==> config.mk <==
export PLATFORM = sky130hd
export DESIGN_NAME = grp_edge_irq
export DESIGN_NICKNAME = d
export VERILOG_FILES = /design/src/rtl/gei_pkg.sv /design/src/rtl/gei_edge_det.sv /design/src/rtl/gei_status_grp.sv /design/src/rtl/gei_regbus.sv /design/src/rtl/grp_edge_irq.sv
export SDC_FILE = /design/constraint.sdc
export NUM_CORES = 1
export LEC_CHECK = 0
export ABC_AREA = 0
export BUFFER_PORTS_ARGS = -buffer_cell sky130_fd_sc_hd__buf_2
export CAP_MARGIN = 20
export CORE_ASPECT_RATIO = 1.1
export CORE_MARGIN = 2
export CORE_UTILIZATION = 53
export DETAILED_ROUTE_END_ITERATION = 8
export GPL_TIMING_DRIVEN = 0
export HOLD_SLACK_MARGIN = 0.06
export PLACE_DENSITY = 0.85
export SLEW_MARGIN = 20
export SYNTH_ARGS = -nofsm -noshare
export SYNTH_HDL_FRONTEND = slang
export SYNTH_SLANG_ARGS = --single-unit
==> constraint.sdc <==
create_clock -name clk -period 3.92 [get_ports clk]
set_input_delay 0.196 -clock clk [delete_from_list [all_inputs] [get_ports clk]]
set_output_delay 0.196 -clock clk [all_outputs]
set_load 0.03 [all_outputs]
==> src/rtl/gei_pkg.sv <==
package gei_pkg;

  typedef enum logic [1:0] {
    DET_OFF  = 2'd0,
    DET_FALL = 2'd1,
    DET_RISE = 2'd2,
    DET_BOTH = 2'd3
  } det_mode_e;

  // Decide whether a pin's observed transition is one its mode records.
  function automatic logic edge_match(det_mode_e mode, logic rise, logic fall);
    logic hit;
    case (mode)
      DET_FALL: hit = fall;
      DET_RISE: hit = rise;
      DET_BOTH: hit = rise | fall;
      default:  hit = 1'b0;
    endcase
    return hit;
  endfunction

endpackage

==> src/rtl/gei_edge_det.sv <==
module gei_edge_det
  import gei_pkg::*;
#(
  parameter int NUM_PINS = 13
) (
  input  logic                  clk,
  input  logic                  rst_n,
  input  logic [NUM_PINS-1:0]   pin_lvl,
  input  logic [2*NUM_PINS-1:0] pin_mode,
  output logic [NUM_PINS-1:0]   hit
);

  logic [NUM_PINS-1:0] prev_q;
  logic                primed_q;

  // Previous-cycle levels; primed_q blocks a false edge right after reset.
  always_ff @(posedge clk) begin
    if (!rst_n) begin
      prev_q   <= '0;
      primed_q <= 1'b0;
    end else begin
      prev_q   <= pin_lvl;
      primed_q <= 1'b1;
    end
  end

  for (genvar i = 0; i < NUM_PINS; i++) begin : g_pin
    det_mode_e mode;
    logic      rise;
    logic      fall;
    assign mode   = det_mode_e'(pin_mode[2*i +: 2]);
    assign rise   = primed_q &  pin_lvl[i] & ~prev_q[i];
    assign fall   = primed_q & ~pin_lvl[i] &  prev_q[i];
    assign hit[i] = edge_match(mode, rise, fall);
  end

endmodule

==> src/rtl/gei_status_grp.sv <==
module gei_status_grp #(
  parameter int WIDTH = 7
) (
  input  logic             clk,
  input  logic             rst_n,
  input  logic [WIDTH-1:0] hit,
  input  logic             stat_wr,
  input  logic             mask_wr,
  input  logic [WIDTH-1:0] wdata,
  output logic [WIDTH-1:0] stat_q,
  output logic [WIDTH-1:0] mask_q,
  output logic             pend
);

  logic [WIDTH-1:0] clr;

  assign clr = stat_wr ? wdata : '0;

  // Sticky status: a new edge is ORed in after the clear, so it wins.
  always_ff @(posedge clk) begin
    if (!rst_n) begin
      stat_q <= '0;
    end else begin
      stat_q <= (stat_q & ~clr) | hit;
    end
  end

  always_ff @(posedge clk) begin
    if (!rst_n) begin
      mask_q <= '1;
    end else if (mask_wr) begin
      mask_q <= wdata;
    end
  end

  assign pend = |(stat_q & ~mask_q);

endmodule

==> src/rtl/gei_regbus.sv <==
module gei_regbus #(
  parameter int                ADDR_W     = 16,
  parameter int                DATA_W     = 8,
  parameter int                G0_W       = 7,
  parameter int                G1_W       = 6,
  parameter logic [ADDR_W-1:0] STAT0_ADDR = 16'h4E0B,
  parameter logic [ADDR_W-1:0] MASK0_ADDR = 16'h4E19
) (
  input  logic [ADDR_W-1:0] bus_addr,
  input  logic              bus_wr_en,
  input  logic [G0_W-1:0]   stat0,
  input  logic [G0_W-1:0]   mask0,
  input  logic [G1_W-1:0]   stat1,
  input  logic [G1_W-1:0]   mask1,
  output logic [1:0]        stat_wr,
  output logic [1:0]        mask_wr,
  output logic [DATA_W-1:0] rdata
);

  localparam logic [ADDR_W-1:0] STAT1_ADDR = STAT0_ADDR + 1'b1;
  localparam logic [ADDR_W-1:0] MASK1_ADDR = MASK0_ADDR + 1'b1;

  logic [1:0] stat_sel;
  logic [1:0] mask_sel;

  assign stat_sel = {bus_addr == STAT1_ADDR, bus_addr == STAT0_ADDR};
  assign mask_sel = {bus_addr == MASK1_ADDR, bus_addr == MASK0_ADDR};

  assign stat_wr = bus_wr_en ? stat_sel : 2'b00;
  assign mask_wr = bus_wr_en ? mask_sel : 2'b00;

  // Unused upper bits and unmapped addresses return zero.
  always_comb begin
    rdata = '0;
    if (stat_sel[0]) rdata = DATA_W'(stat0);
    if (stat_sel[1]) rdata = DATA_W'(stat1);
    if (mask_sel[0]) rdata = DATA_W'(mask0);
    if (mask_sel[1]) rdata = DATA_W'(mask1);
  end

endmodule

==> src/rtl/grp_edge_irq.sv <==
module grp_edge_irq #(
  parameter int                NUM_PINS   = 13,
  parameter int                G0_PINS    = 7,
  parameter int                ADDR_W     = 16,
  parameter int                DATA_W     = 8,
  parameter logic [ADDR_W-1:0] STAT0_ADDR = 16'h4E0B,
  parameter logic [ADDR_W-1:0] MASK0_ADDR = 16'h4E19
) (
  input  logic                  clk,
  input  logic                  rst_n,
  input  logic [NUM_PINS-1:0]   pin_lvl,
  input  logic [2*NUM_PINS-1:0] pin_mode,
  input  logic [ADDR_W-1:0]     bus_addr,
  input  logic                  bus_wr_en,
  input  logic [DATA_W-1:0]     bus_wdata,
  output logic [DATA_W-1:0]     bus_rdata,
  output logic                  irq
);

  localparam int G1_PINS = NUM_PINS - G0_PINS;

  logic [NUM_PINS-1:0] edge_hit;
  logic [G0_PINS-1:0]  stat_g0;
  logic [G0_PINS-1:0]  mask_g0;
  logic [G1_PINS-1:0]  stat_g1;
  logic [G1_PINS-1:0]  mask_g1;
  logic [1:0]          stat_wr;
  logic [1:0]          mask_wr;
  logic [1:0]          pend_g;
  logic                wdata_unused;

  assign wdata_unused = ^bus_wdata;

  gei_edge_det #(.NUM_PINS(NUM_PINS)) u_det (
    .clk      (clk),
    .rst_n    (rst_n),
    .pin_lvl  (pin_lvl),
    .pin_mode (pin_mode),
    .hit      (edge_hit)
  );

  gei_status_grp #(.WIDTH(G0_PINS)) u_grp0 (
    .clk     (clk),
    .rst_n   (rst_n),
    .hit     (edge_hit[G0_PINS-1:0]),
    .stat_wr (stat_wr[0]),
    .mask_wr (mask_wr[0]),
    .wdata   (bus_wdata[G0_PINS-1:0]),
    .stat_q  (stat_g0),
    .mask_q  (mask_g0),
    .pend    (pend_g[0])
  );

  gei_status_grp #(.WIDTH(G1_PINS)) u_grp1 (
    .clk     (clk),
    .rst_n   (rst_n),
    .hit     (edge_hit[NUM_PINS-1:G0_PINS]),
    .stat_wr (stat_wr[1]),
    .mask_wr (mask_wr[1]),
    .wdata   (bus_wdata[G1_PINS-1:0]),
    .stat_q  (stat_g1),
    .mask_q  (mask_g1),
    .pend    (pend_g[1])
  );

  gei_regbus #(
    .ADDR_W     (ADDR_W),
    .DATA_W     (DATA_W),
    .G0_W       (G0_PINS),
    .G1_W       (G1_PINS),
    .STAT0_ADDR (STAT0_ADDR),
    .MASK0_ADDR (MASK0_ADDR)
  ) u_bus (
    .bus_addr  (bus_addr),
    .bus_wr_en (bus_wr_en),
    .stat0     (stat_g0),
    .mask0     (mask_g0),
    .stat1     (stat_g1),
    .mask1     (mask_g1),
    .stat_wr   (stat_wr),
    .mask_wr   (mask_wr),
    .rdata     (bus_rdata)
  );

  assign irq = |pend_g;

endmodule

Word-level counts from Yosys, hierarchy flattened
Index checks and enable logic that the tools add are counted.
Widths: inputs -> output; s select.
{"block": "word_totals", "mem_bits_ro": 0, "output_inout_bits": 9, "latchBits": 0, "word_cells": 173, "ff_bits": 40, "in_bits": 66, "ramBits": 0, "mem_count": 0}
{"block": "op_classes", "div": 0, "magnitude_cmp": 0, "n_reduce_logical": 1, "eq_ne": 43, "mux": 22, "bitwise_logic": 101, "add_sub_neg": 0, "multipliers": 0, "n_shift": 0}
{"operator": "$eq 16x15->1 const B", "n": 4}
{"operator": "$and 1x1->1", "n": 52}
{"operator": "$eq 2x2->1 const B", "n": 26}
{"operator": "$pmux 1 s3", "n": 13}
{"operator": "$mux 7", "n": 5}
{"operator": "$eq 2x1->1 const B", "n": 13}
{"operator": "$not 1->1", "n": 26}
{"operator": "$and 7x7->7", "n": 2}
{"operator": "$not 7->7", "n": 2}
{"operator": "$or 1x1->1", "n": 13}
{"operator": "$reduce_or 13->1", "n": 1}
{"operator": "$and 6x6->6", "n": 2}
{"operator": "$not 6->6", "n": 2}
{"operator": "$or 7x7->7", "n": 1}
{"operator": "$mux 6", "n": 1}
{"operator": "$or 6x6->6", "n": 1}
{"operator": "$mux 2", "n": 2}
{"operator": "$mux 1", "n": 1}

Depth between registers and ports, before layout
Gate-level depths: netlist (run 1).
{"block": "logic_depth", "ltp_word": 6, "mapped_depth": 6, "depth_no_buf": 4}

Modules after synthesis
From an unflattened synthesis (run 1), not the netlist that was laid out.
{"block": "unflattened", "cells_unflattened": 245, "hier_area_um2": 2153.3}
{"module": "gei_edge_det", "seq_area_each_um2": 280.3, "instances": 1, "area_per_inst_um2": 675.6, "cells_per_inst": 70}
{"module": "gei_status_grp (u_grp0)", "seq_area_each_um2": 280.3, "instances": 1, "area_per_inst_um2": 546.8, "cells_per_inst": 61}
{"module": "gei_status_grp (u_grp1)", "seq_area_each_um2": 240.2, "instances": 1, "area_per_inst_um2": 470.5, "cells_per_inst": 54}
{"module": "gei_regbus", "seq_area_each_um2": 0.0, "instances": 1, "area_per_inst_um2": 454.2, "cells_per_inst": 59}
{"module": "grp_edge_irq", "seq_area_each_um2": 0.0, "instances": 1, "area_per_inst_um2": 6.3, "cells_per_inst": 1}

Worst setup path before layout (run 1)
Ideal clock, no wire load.
{"block": "synth_timing", "path_type": "in2out", "start": "input port bus_addr[7]", "end": "output port bus_rdata[5]", "t_arrival_ps": 1550, "required_ps": 3724, "n_path_buf": 1, "stages": 5, "path_slack_ps": 2174, "cell_sequence": "nor4b_2 > nand4_1 > or2_2 > buf_1 > o22ai_1"}
{"block": "synth_via", "elab_chain_cells": 5, "word_cells_on_any_way": 8, "cone_classes": "4 x eq/ne; 4 x mux"}
{"element": "start, declared", "line": "grp_edge_irq.sv:13", "source": "input logic [ADDR_W-1:0] bus_addr,"}
{"element": "$eq 16x15->1", "line": "gei_regbus.sv:26", "source": "assign stat_sel = {bus_addr == STAT1_ADDR, bus_addr == STAT0_ADDR};"}
{"element": "$mux 7", "line": "gei_regbus.sv:35", "source": "if (stat_sel[0]) rdata = DATA_W'(stat0);"}
{"element": "$mux 7", "line": "gei_regbus.sv:36", "source": "if (stat_sel[1]) rdata = DATA_W'(stat1);"}
{"element": "$mux 7", "line": "gei_regbus.sv:37", "source": "if (mask_sel[0]) rdata = DATA_W'(mask0);"}
{"element": "$mux 7 (*)", "line": "gei_regbus.sv:38", "source": "if (mask_sel[1]) rdata = DATA_W'(mask1);"}
{"element": "end, declared", "line": "grp_edge_irq.sv:16", "source": "output logic [DATA_W-1:0] bus_rdata,"}
Mark *: on every way between the ends. The rest lies on a longest branch, timed or not.

Worst setup path after layout (run 1)
{"block": "layout_timing", "start": "input port bus_addr[13]", "end": "output port bus_rdata[5]"}
Same word-level chain as after synthesis.

==> impl_metrics.csv, run 1 <==
group,metric,value,unit
power_and_ir_drop,p_int,663,µW
cells_and_area,drive_gt1_share,27.9,%
clock_tree,clockBufferDepth,2,
detailed_routing,num_vias,1981,
cells_and_area,nets,377,
power_and_ir_drop,p_comb_share,11.2,%
sta,slew_violations,0,
critical_path,crit_top_cell,"buf_2",
power_and_ir_drop,ir_drop,264,µV
clock_tree,numCtsBuffers,5,
die,rows,23,
detailed_routing,ant_nets,0,
power_and_ir_drop,p_leak,0.00110,µW
detailed_routing,routedWlPerCell,13.7,µm
die,fp.dieH,68.8,µm
cells_and_area,layout_commonest_cell,"buf_2",
critical_path,crit_fanout,6,
detailed_routing,dr.pass1.iters,4,
sta,setup_violations,0,
sta,hold_viol,0,
sta,max_freq,525,MHz
detailed_routing,drt_iter0_drc,134,
sta,finClkSkew,0.00219,ns
critical_path,end_kind,"primary output",
clock_tree,clkLatencyLatePin,0.30,ns
die,die_w,62.9,µm
power_and_ir_drop,p_sw,198,µW
clock_tree,clkSlewWorstSetupHoldPaths,0.07,ns
grt,grt.overflow.total,0,
grt,grt_antenna_before_repair,0,
cells_and_area,postLayoutCellArea,2570,µm²
critical_path,start_kind,"input port",
cells_and_area,nFillCells,338,
synth,muxShareOfSynthArea,6.42,%
critical_path,crit_chain,"buf_2, nor4b_2, nand4_1, or2_2, buf_1, o22ai_1, buf_2",
grt,grt_start_max_net_pins,13,
grt,grt_pass1_wl,8290,µm
outcome,outcome,"finished clean",
clock_tree,post_cts_resize_count,0,
critical_path,criticalPathCategory,"in2out",
place,port_buffers,72,
place,gp_congestion,0.874,
synth,syn_nets,297,
power_and_ir_drop,total_power,861,µW
synth,synth.distinct_cells,33,
sta,tightest_slew,0.844,ns
detailed_routing,vias_per_cell,5.47,
synth,synth_top_family_by_area,"simple AND/OR/NAND/NOR gates",
grt,grt_usage,25.2,%
power_and_ir_drop,switching_share,23.0,%
die,die_area,4330,µm²
detailed_routing,remaining_drc_errors,0,
sta,setup_tns,0,ns
die,core_area,3650,µm²
synth,yosysWarnings,0,
synth,synthXorXnorAreaFrac,0,%
detailed_routing,drt_wl_total,4960,µm
place,dpl_cell_area,2450,µm²
clock_tree,cts_tree,"done",
cells_and_area,antennaDiodeCount,0,
power_and_ir_drop,power.density,335,nW/µm²
clock_tree,cts-root-buf,"clkbuf_8",
synth,avgSynthCellArea,8.77,µm²
power_and_ir_drop,seqPwrFrac,50.3,%
cells_and_area,mostFrequentLayoutCells,"buf_2, dfxtp_1, nor2b_1",
die,ios,75,
synth,synth_seq_cells,40,
sta,fin_crit_sh,48.6,%
synth,syn_inst,231,
clock_tree,clock_sinks,40,
synth,synth_area,2030,µm²
min_path,min_path_type,"in2reg",
sta,rsz0062_at_grt,"false",
place,hpwl,4000,µm
synth,synth_fa_ha_area_share,0,%
flow_run,cap_violations,0,
power_and_ir_drop,clock_power_share,38.5,%
sta,maxSlewHeadroom,43.6,%
sta,min_period,1.91,ns
critical_path,critical-path-max-stage-delay,0.33,ns
synth,ys_seq_area_share,39.5,%
critical_path,cp.required,3.72,ns
critical_path,cpMaxStageDelayCell,"nor4b_2",
clock_tree,htreeDepth,2,
synth,synthSimpleGateAreaFrac,29.0,%
synth,synth-compound-area-share,18.4,%
die,start_util,55.4,%
grt,grt_pass1_vias,1871,
cells_and_area,syn_to_final_growth,26.7,%
critical_path,worst_ep_arrival_time,1.71,ns
[per-layer routing]
| metal | track usage (%) | vias up | share of wire (%) |
|---|---|---|---|
| met5 | 0 | - | 0 |
| met4 | 13.6 | 0 | 2.4 |
| met3 | 7.31 | 12 | 6.8 |
| met2 | 42.6 | 78 | 49 |
| met1 | 29.3 | 905 | 42 |
| li1 | - | 986 | - |
[final cells by class]
cell class,count,area [µm²],area share (%)
clock inverter,2,35.0,1.37
clock buffer,6,72.6,2.83
buffer,16,77.6,3.02
multi-input combinational,161,1090,42.7
inverter,14,52.6,2.05
sequential,40,801,31.2
timing repair buffer,73,370,14.4
tap,50,62.6,2.44
[critical path, delay by kind of cell]
kind            cells  cell delay (ns)
buf+inv             3             0.49
simple gates        3             0.84
compound gates      1             0.18
[per-stage QoR]
stage               cells  utilization (%)  hold WS, ns  worst slack [ns]
floorplan             231                -        0.224              2.17
global placement      353             67.0        0.327              1.93
detailed placement    353             67.0        0.327              1.91
CTS                   362             70.2        0.113              2.01
global route          362             70.2        0.120              1.93
finish                362             70.2        0.117              2.01
[cells in the mapped netlist, drive strengths merged]
master  count  share of area [%]
nor3        1               0.25
nand3b     14                5.2
nor2b      25                7.7
inv        14                2.6
a222oi      1               0.49
a211o       1               0.43
and3b       2               0.86
buf         6                2.0
dfxtp      40                 40
nor3b       1               0.37
nor4b       2                1.5
mux2i      13                6.4
o21ai      13                3.2
and4        1               0.43
and3        1               0.31
a22oi       6                2.2
a221oi      1               0.43
or3b        1               0.43
a21oi       1               0.25
a32o       13                6.4
conb        1               0.19
clkbuf     10                1.9
o22ai      16                4.9
or2         1               0.31
nand4       1               0.31
nand3      15                3.7
nand2      13                2.4
and2       15                4.6
nand2b      2               0.62
[flip-flops by register name (all words and copies together) (netlist names)]
name and cells:
u_grp1.mask_q 6, u_grp1.stat_q 6, u_grp0.mask_q 7, u_det.primed_q 1, u_det.prev_q 13, u_grp0.stat_q 7
[repair_timing]
| action | in CTS | in global routing |
|---|---|---|
| hold buffers | 1 | 0 |
| endpoints found under the hold margin | 1 | 0 |
| setup buffers | 0 | 0 |
[kinds of logic (layout without fill, tap and decap cells)]
kind of cell / Yosys count / after routing
AND/OR/NAND/NOR: 95 / 95
AO/OA/AOI/OAI: 52 / 52
flip-flops: 40 / 40
buffers and inverters: 30 / 111
multiplexers: 13 / 13
other: 1 / 1
[path summary, 6_finish.rpt]
| path | from | end | cells past startpoint | slack [ns] |
|---|---|---|---|---|
| worst min-delay path | pin_lvl[12] | u_det.prev_q[12] | 2 | 0.12 |
| worst min register to register | u_grp0.stat_q[4] | u_grp0.stat_q[4] | 1 | 0.54 |
| worst max-delay path | bus_addr[13] | bus_rdata[5] | 7 | 2.01 |
| worst max register to register | u_det.primed_q | u_grp1.stat_q[4] | 3 | 2.84 |
[power groups by stage]
stage	Sequential [µW]	Clock [µW]	Combinational, µW
detailed placement	443	0	96.0
global placement	442	0	92.9
CTS	433	335	96.8
global route	435	357	109
floorplan	439	0	47.8
finish	433	331	96.3
Power figures use the tool's default switching activity.
==> run 2, diff against run 1 <==
--- a/config.mk
+++ b/config.mk
@@ -5,16 +5,16 @@
 export SDC_FILE = /design/constraint.sdc
 export NUM_CORES = 1
 export LEC_CHECK = 0
-export ABC_AREA = 0
+export ABC_AREA = 1
 export BUFFER_PORTS_ARGS = -buffer_cell sky130_fd_sc_hd__buf_2
 export CAP_MARGIN = 20
 export CORE_ASPECT_RATIO = 1.1
 export CORE_MARGIN = 2
-export CORE_UTILIZATION = 53
+export CORE_UTILIZATION = 46
 export DETAILED_ROUTE_END_ITERATION = 8
 export GPL_TIMING_DRIVEN = 0
 export HOLD_SLACK_MARGIN = 0.06
-export PLACE_DENSITY = 0.85
+export PLACE_DENSITY = 0.77
 export SLEW_MARGIN = 20
 export SYNTH_ARGS = -nofsm -noshare
 export SYNTH_HDL_FRONTEND = slang
==> constraint.sdc (replaced) <==
create_clock -name clk -period 1.5 [get_ports clk]
set_input_delay 0.075 -clock clk [delete_from_list [all_inputs] [get_ports clk]]
set_output_delay 0.075 -clock clk [all_outputs]
set_load 0.03 [all_outputs]
==> run 2 against run 1 <==
Effect of this change:
- non-clock buffer count increased by 13
- worst setup slack got worse by 1.9 ns
- core utilization decreased by 5.5 points
- critical endpoint is now irq
- highest routed layer unchanged
==> impl_metrics.csv, run 2 <==
group,metric,value,unit
outcome,outcome,"finished clean",
die,core_area,4720,µm²
synth,muxShareOfSynthArea,0,%
detailed_routing,num_vias,2520,
die,fp.dieH,77.9,µm
place,port_buffers,71,
cells_and_area,syn_to_final_growth,33.6,%
cells_and_area,layout_commonest_cell,"nand2_1",
cells_and_area,drive_gt1_share,26.5,%
power_and_ir_drop,seqPwrFrac,46.9,%
clock_tree,htreeDepth,2,
synth,synth_top_family_by_area,"simple AND/OR/NAND/NOR gates",
synth,synth.distinct_cells,30,
synth,syn_nets,405,
min_path,min_path_type,"in2reg",
sta,finClkSkew,0.00340,ns
synth,synthSimpleGateAreaFrac,39.5,%
clock_tree,numCtsBuffers,5,
synth,synth_area_leader_cell,"dfxtp_1",
cells_and_area,nets,503,
synth,synthArstFlopShare,0,%
clock_tree,clkLatencyLatePin,0.29,ns
critical_path,crit_fanout,3,
detailed_routing,drt_iter0_drc,121,
die,die_area,5540,µm²
sta,hold_ws,0.0668,ns
clock_tree,clockBufferDepth,2,
detailed_routing,remaining_drc_errors,0,
sta,tightest_slew,0.509,ns
grt,grt_start_max_net_pins,13,
grt,grt_pass1_wl,10200,µm
power_and_ir_drop,switching_share,23.7,%
synth,yosys-top-cells-area,"dfxtp_1, nand2_1, inv_1, nand3_1, a21oi_1",
power_and_ir_drop,p_leak,0.00163,µW
synth,synth_common_cells,"nand2_1, inv_1, dfxtp_1",
sta,max_freq,720,MHz
die,ios,75,
detailed_routing,drt_wl_total,6070,µm
synth,synth_top_area_share,35.1,%
power_and_ir_drop,clock_power_share,39.2,%
synth,syn_inst,339,
sta,setup_tns,0,ns
sta,setup_slack,0.110,ns
grt,grt_pass1_vias,2351,
power_and_ir_drop,p_int,1850,µW
sta,min_period,1.39,ns
power_and_ir_drop,total_power,2430,µW
detailed_routing,routedWlPerCell,12.3,µm
synth,ys_seq_area_share,35.1,%
sta,maxSlewHeadroom,66.1,%
cells_and_area,largest_reg_flops,13,
synth,yosysWarnings,0,
critical_path,end_kind,"primary output",
clock_tree,cts-root-buf,"clkbuf_8",
synth,synth.most_common_cell,"nand2_1",
die,rows,26,
power_and_ir_drop,p_comb_share,13.9,%
detailed_routing,ant_nets,0,
synth,synth_area,2280,µm²
clock_tree,clock_sinks,40,
synth,synthXorXnorAreaFrac,0,%
sta,setup_violations,0,
synth,synth-compound-area-share,12.5,%
power_and_ir_drop,p_sw,578,µW
power_and_ir_drop,power.density,797,nW/µm²
detailed_routing,vias_per_cell,5.10,
cells_and_area,instances_no_fill,494,
die,start_util,48.4,%
critical_path,cp.required,1.42,ns
cells_and_area,antennaDiodeCount,0,
synth,synth_seq_cells,40,
flow_run,cap_violations,0,
critical_path,start_kind,"register",
synth,yosys_most_used_dff,"dfxtp_1",
clock_tree,cts_tree,"done",
sta,rsz0062_at_grt,"false",
grt,grt.overflow.total,0,
place,post-place-cells,466,
place,place_ws,0.112,ns
place,gp_congestion,0.956,
place,hpwl,4500,µm
synth,synth_fa_ha_area_share,0,%
detailed_routing,dr.pass1.iters,4,
cells_and_area,max_flop_register,"u_det.prev_q",
cells_and_area,mostFrequentLayoutCells,"nand2_1, buf_2, inv_1",
clock_tree,clkSlewWorstSetupHoldPaths,0.07,ns
synth,synth-edff-count,0,
power_and_ir_drop,ir_drop,549,µV
sta,hold_viol,0,
grt,grt_antenna_before_repair,0,
sta,slew_violations,0,
synth,avgSynthCellArea,6.74,µm²
grt,grt_usage,22.7,%
critical_path,criticalPathCategory,"reg2out",
sta,fin_crit_sh,92.6,%
cells_and_area,top_regs,"u_det.prev_q (13), u_grp0.mask_q (7), u_grp0.stat_q (7)",
critical_path,worst_ep_arrival_time,1.31,ns
die,die_w,71.2,µm
run 2: cell count changes in the layout (fill, tap and decap cells not counted), moves of 14 or more:
cell	previous run	this run
a21oi_1	1	26
nand3_1	15	30
nand3b_1	14	0
nand2_1	13	96
nor2b_1	25	0
o22ai_1	16	2
inv_1	14	58
dlygate4sd3_1	1	17
and2_1	14	0
nand4_1	1	20
run 2: worst paths after layout:
| check | start | end | slack [ns] | cells after the start |
|---|---|---|---|---|
| worst max-delay path | u_grp1.mask_q[0] | irq | 0.11 | 6 |
| worst min-delay path | bus_wdata[1] | u_grp0.mask_q[1] | 0.07 | 3 |
| worst max register to register | u_det.primed_q | u_grp0.stat_q[3] | 0.32 | 4 |
| worst min register to register | u_grp1.mask_q[0] | u_grp1.mask_q[0] | 0.47 | 2 |
run 2: what timing repair did:
action	CTS	global route
setup buffers	0	3
gates resized for setup	0	8
hold buffers	17	0
hold endpoints to repair	18	0
setup endpoints to repair	0	7
run 2: power groups by stage:
stage / logic [µW] / clock network [µW] / registers, µW
final: 339 / 954 / 1140
after global placement: 292 / 0 / 1160
after global routing: 381 / 1020 / 1150
after detailed placement: 299 / 0 / 1160
after floorplan: 161 / 0 / 1150
after CTS: 335 / 966 / 1140
run 2: through the flow:
| stage | area, µm² | utilization, % |
|---|---|---|
| after global placement | 2710 | 57.4 |
| final | 3050 | 64.7 |
| after floorplan | 2280 | - |
| after detailed placement | 2710 | 57.4 |
| after global routing | 3050 | 64.7 |
| after CTS | 3010 | 63.7 |
run 2: worst max-delay path, cell delays in order, from the launching register on:
cell	delay, ns
dfxtp_2	0.34
inv_1	0.04
nand2_1	0.06
o221ai_2	0.10
nor3_2	0.18
nand3_1	0.13
buf_6	0.17
run 2: area by class of cell:
| cell class | instances | area, µm² |
|---|---|---|
| timing repair buffer | 91 | 554 |
| inverter | 62 | 233 |
| sequential | 40 | 802 |
| clock inverter | 1 | 30.0 |
| multi-input combinational | 226 | 1200 |
| tap | 56 | 70.1 |
| clock buffer | 7 | 96.3 |
| fill | 450 | 1670 |
| buffer | 11 | 61.3 |
run 2: routing by layer:
metal | vias up | part of all wire (%) | global-route usage, %
met5 | - | 0 | 0
met4 | 0 | 2.2 | 7.74
met3 | 14 | 6.5 | 4.68
met2 | 96 | 48 | 39.4
met1 | 1124 | 43 | 27.4
li1 | 1286 | - | -
run 2: kinds of logic (layout without fill, tap and decap cells):
family | count (synthesis) | after routing
simple gates | 180 | 180
buf+inv | 73 | 172
compound gates | 45 | 45
flops | 40 | 40
other cells | 1 | 1
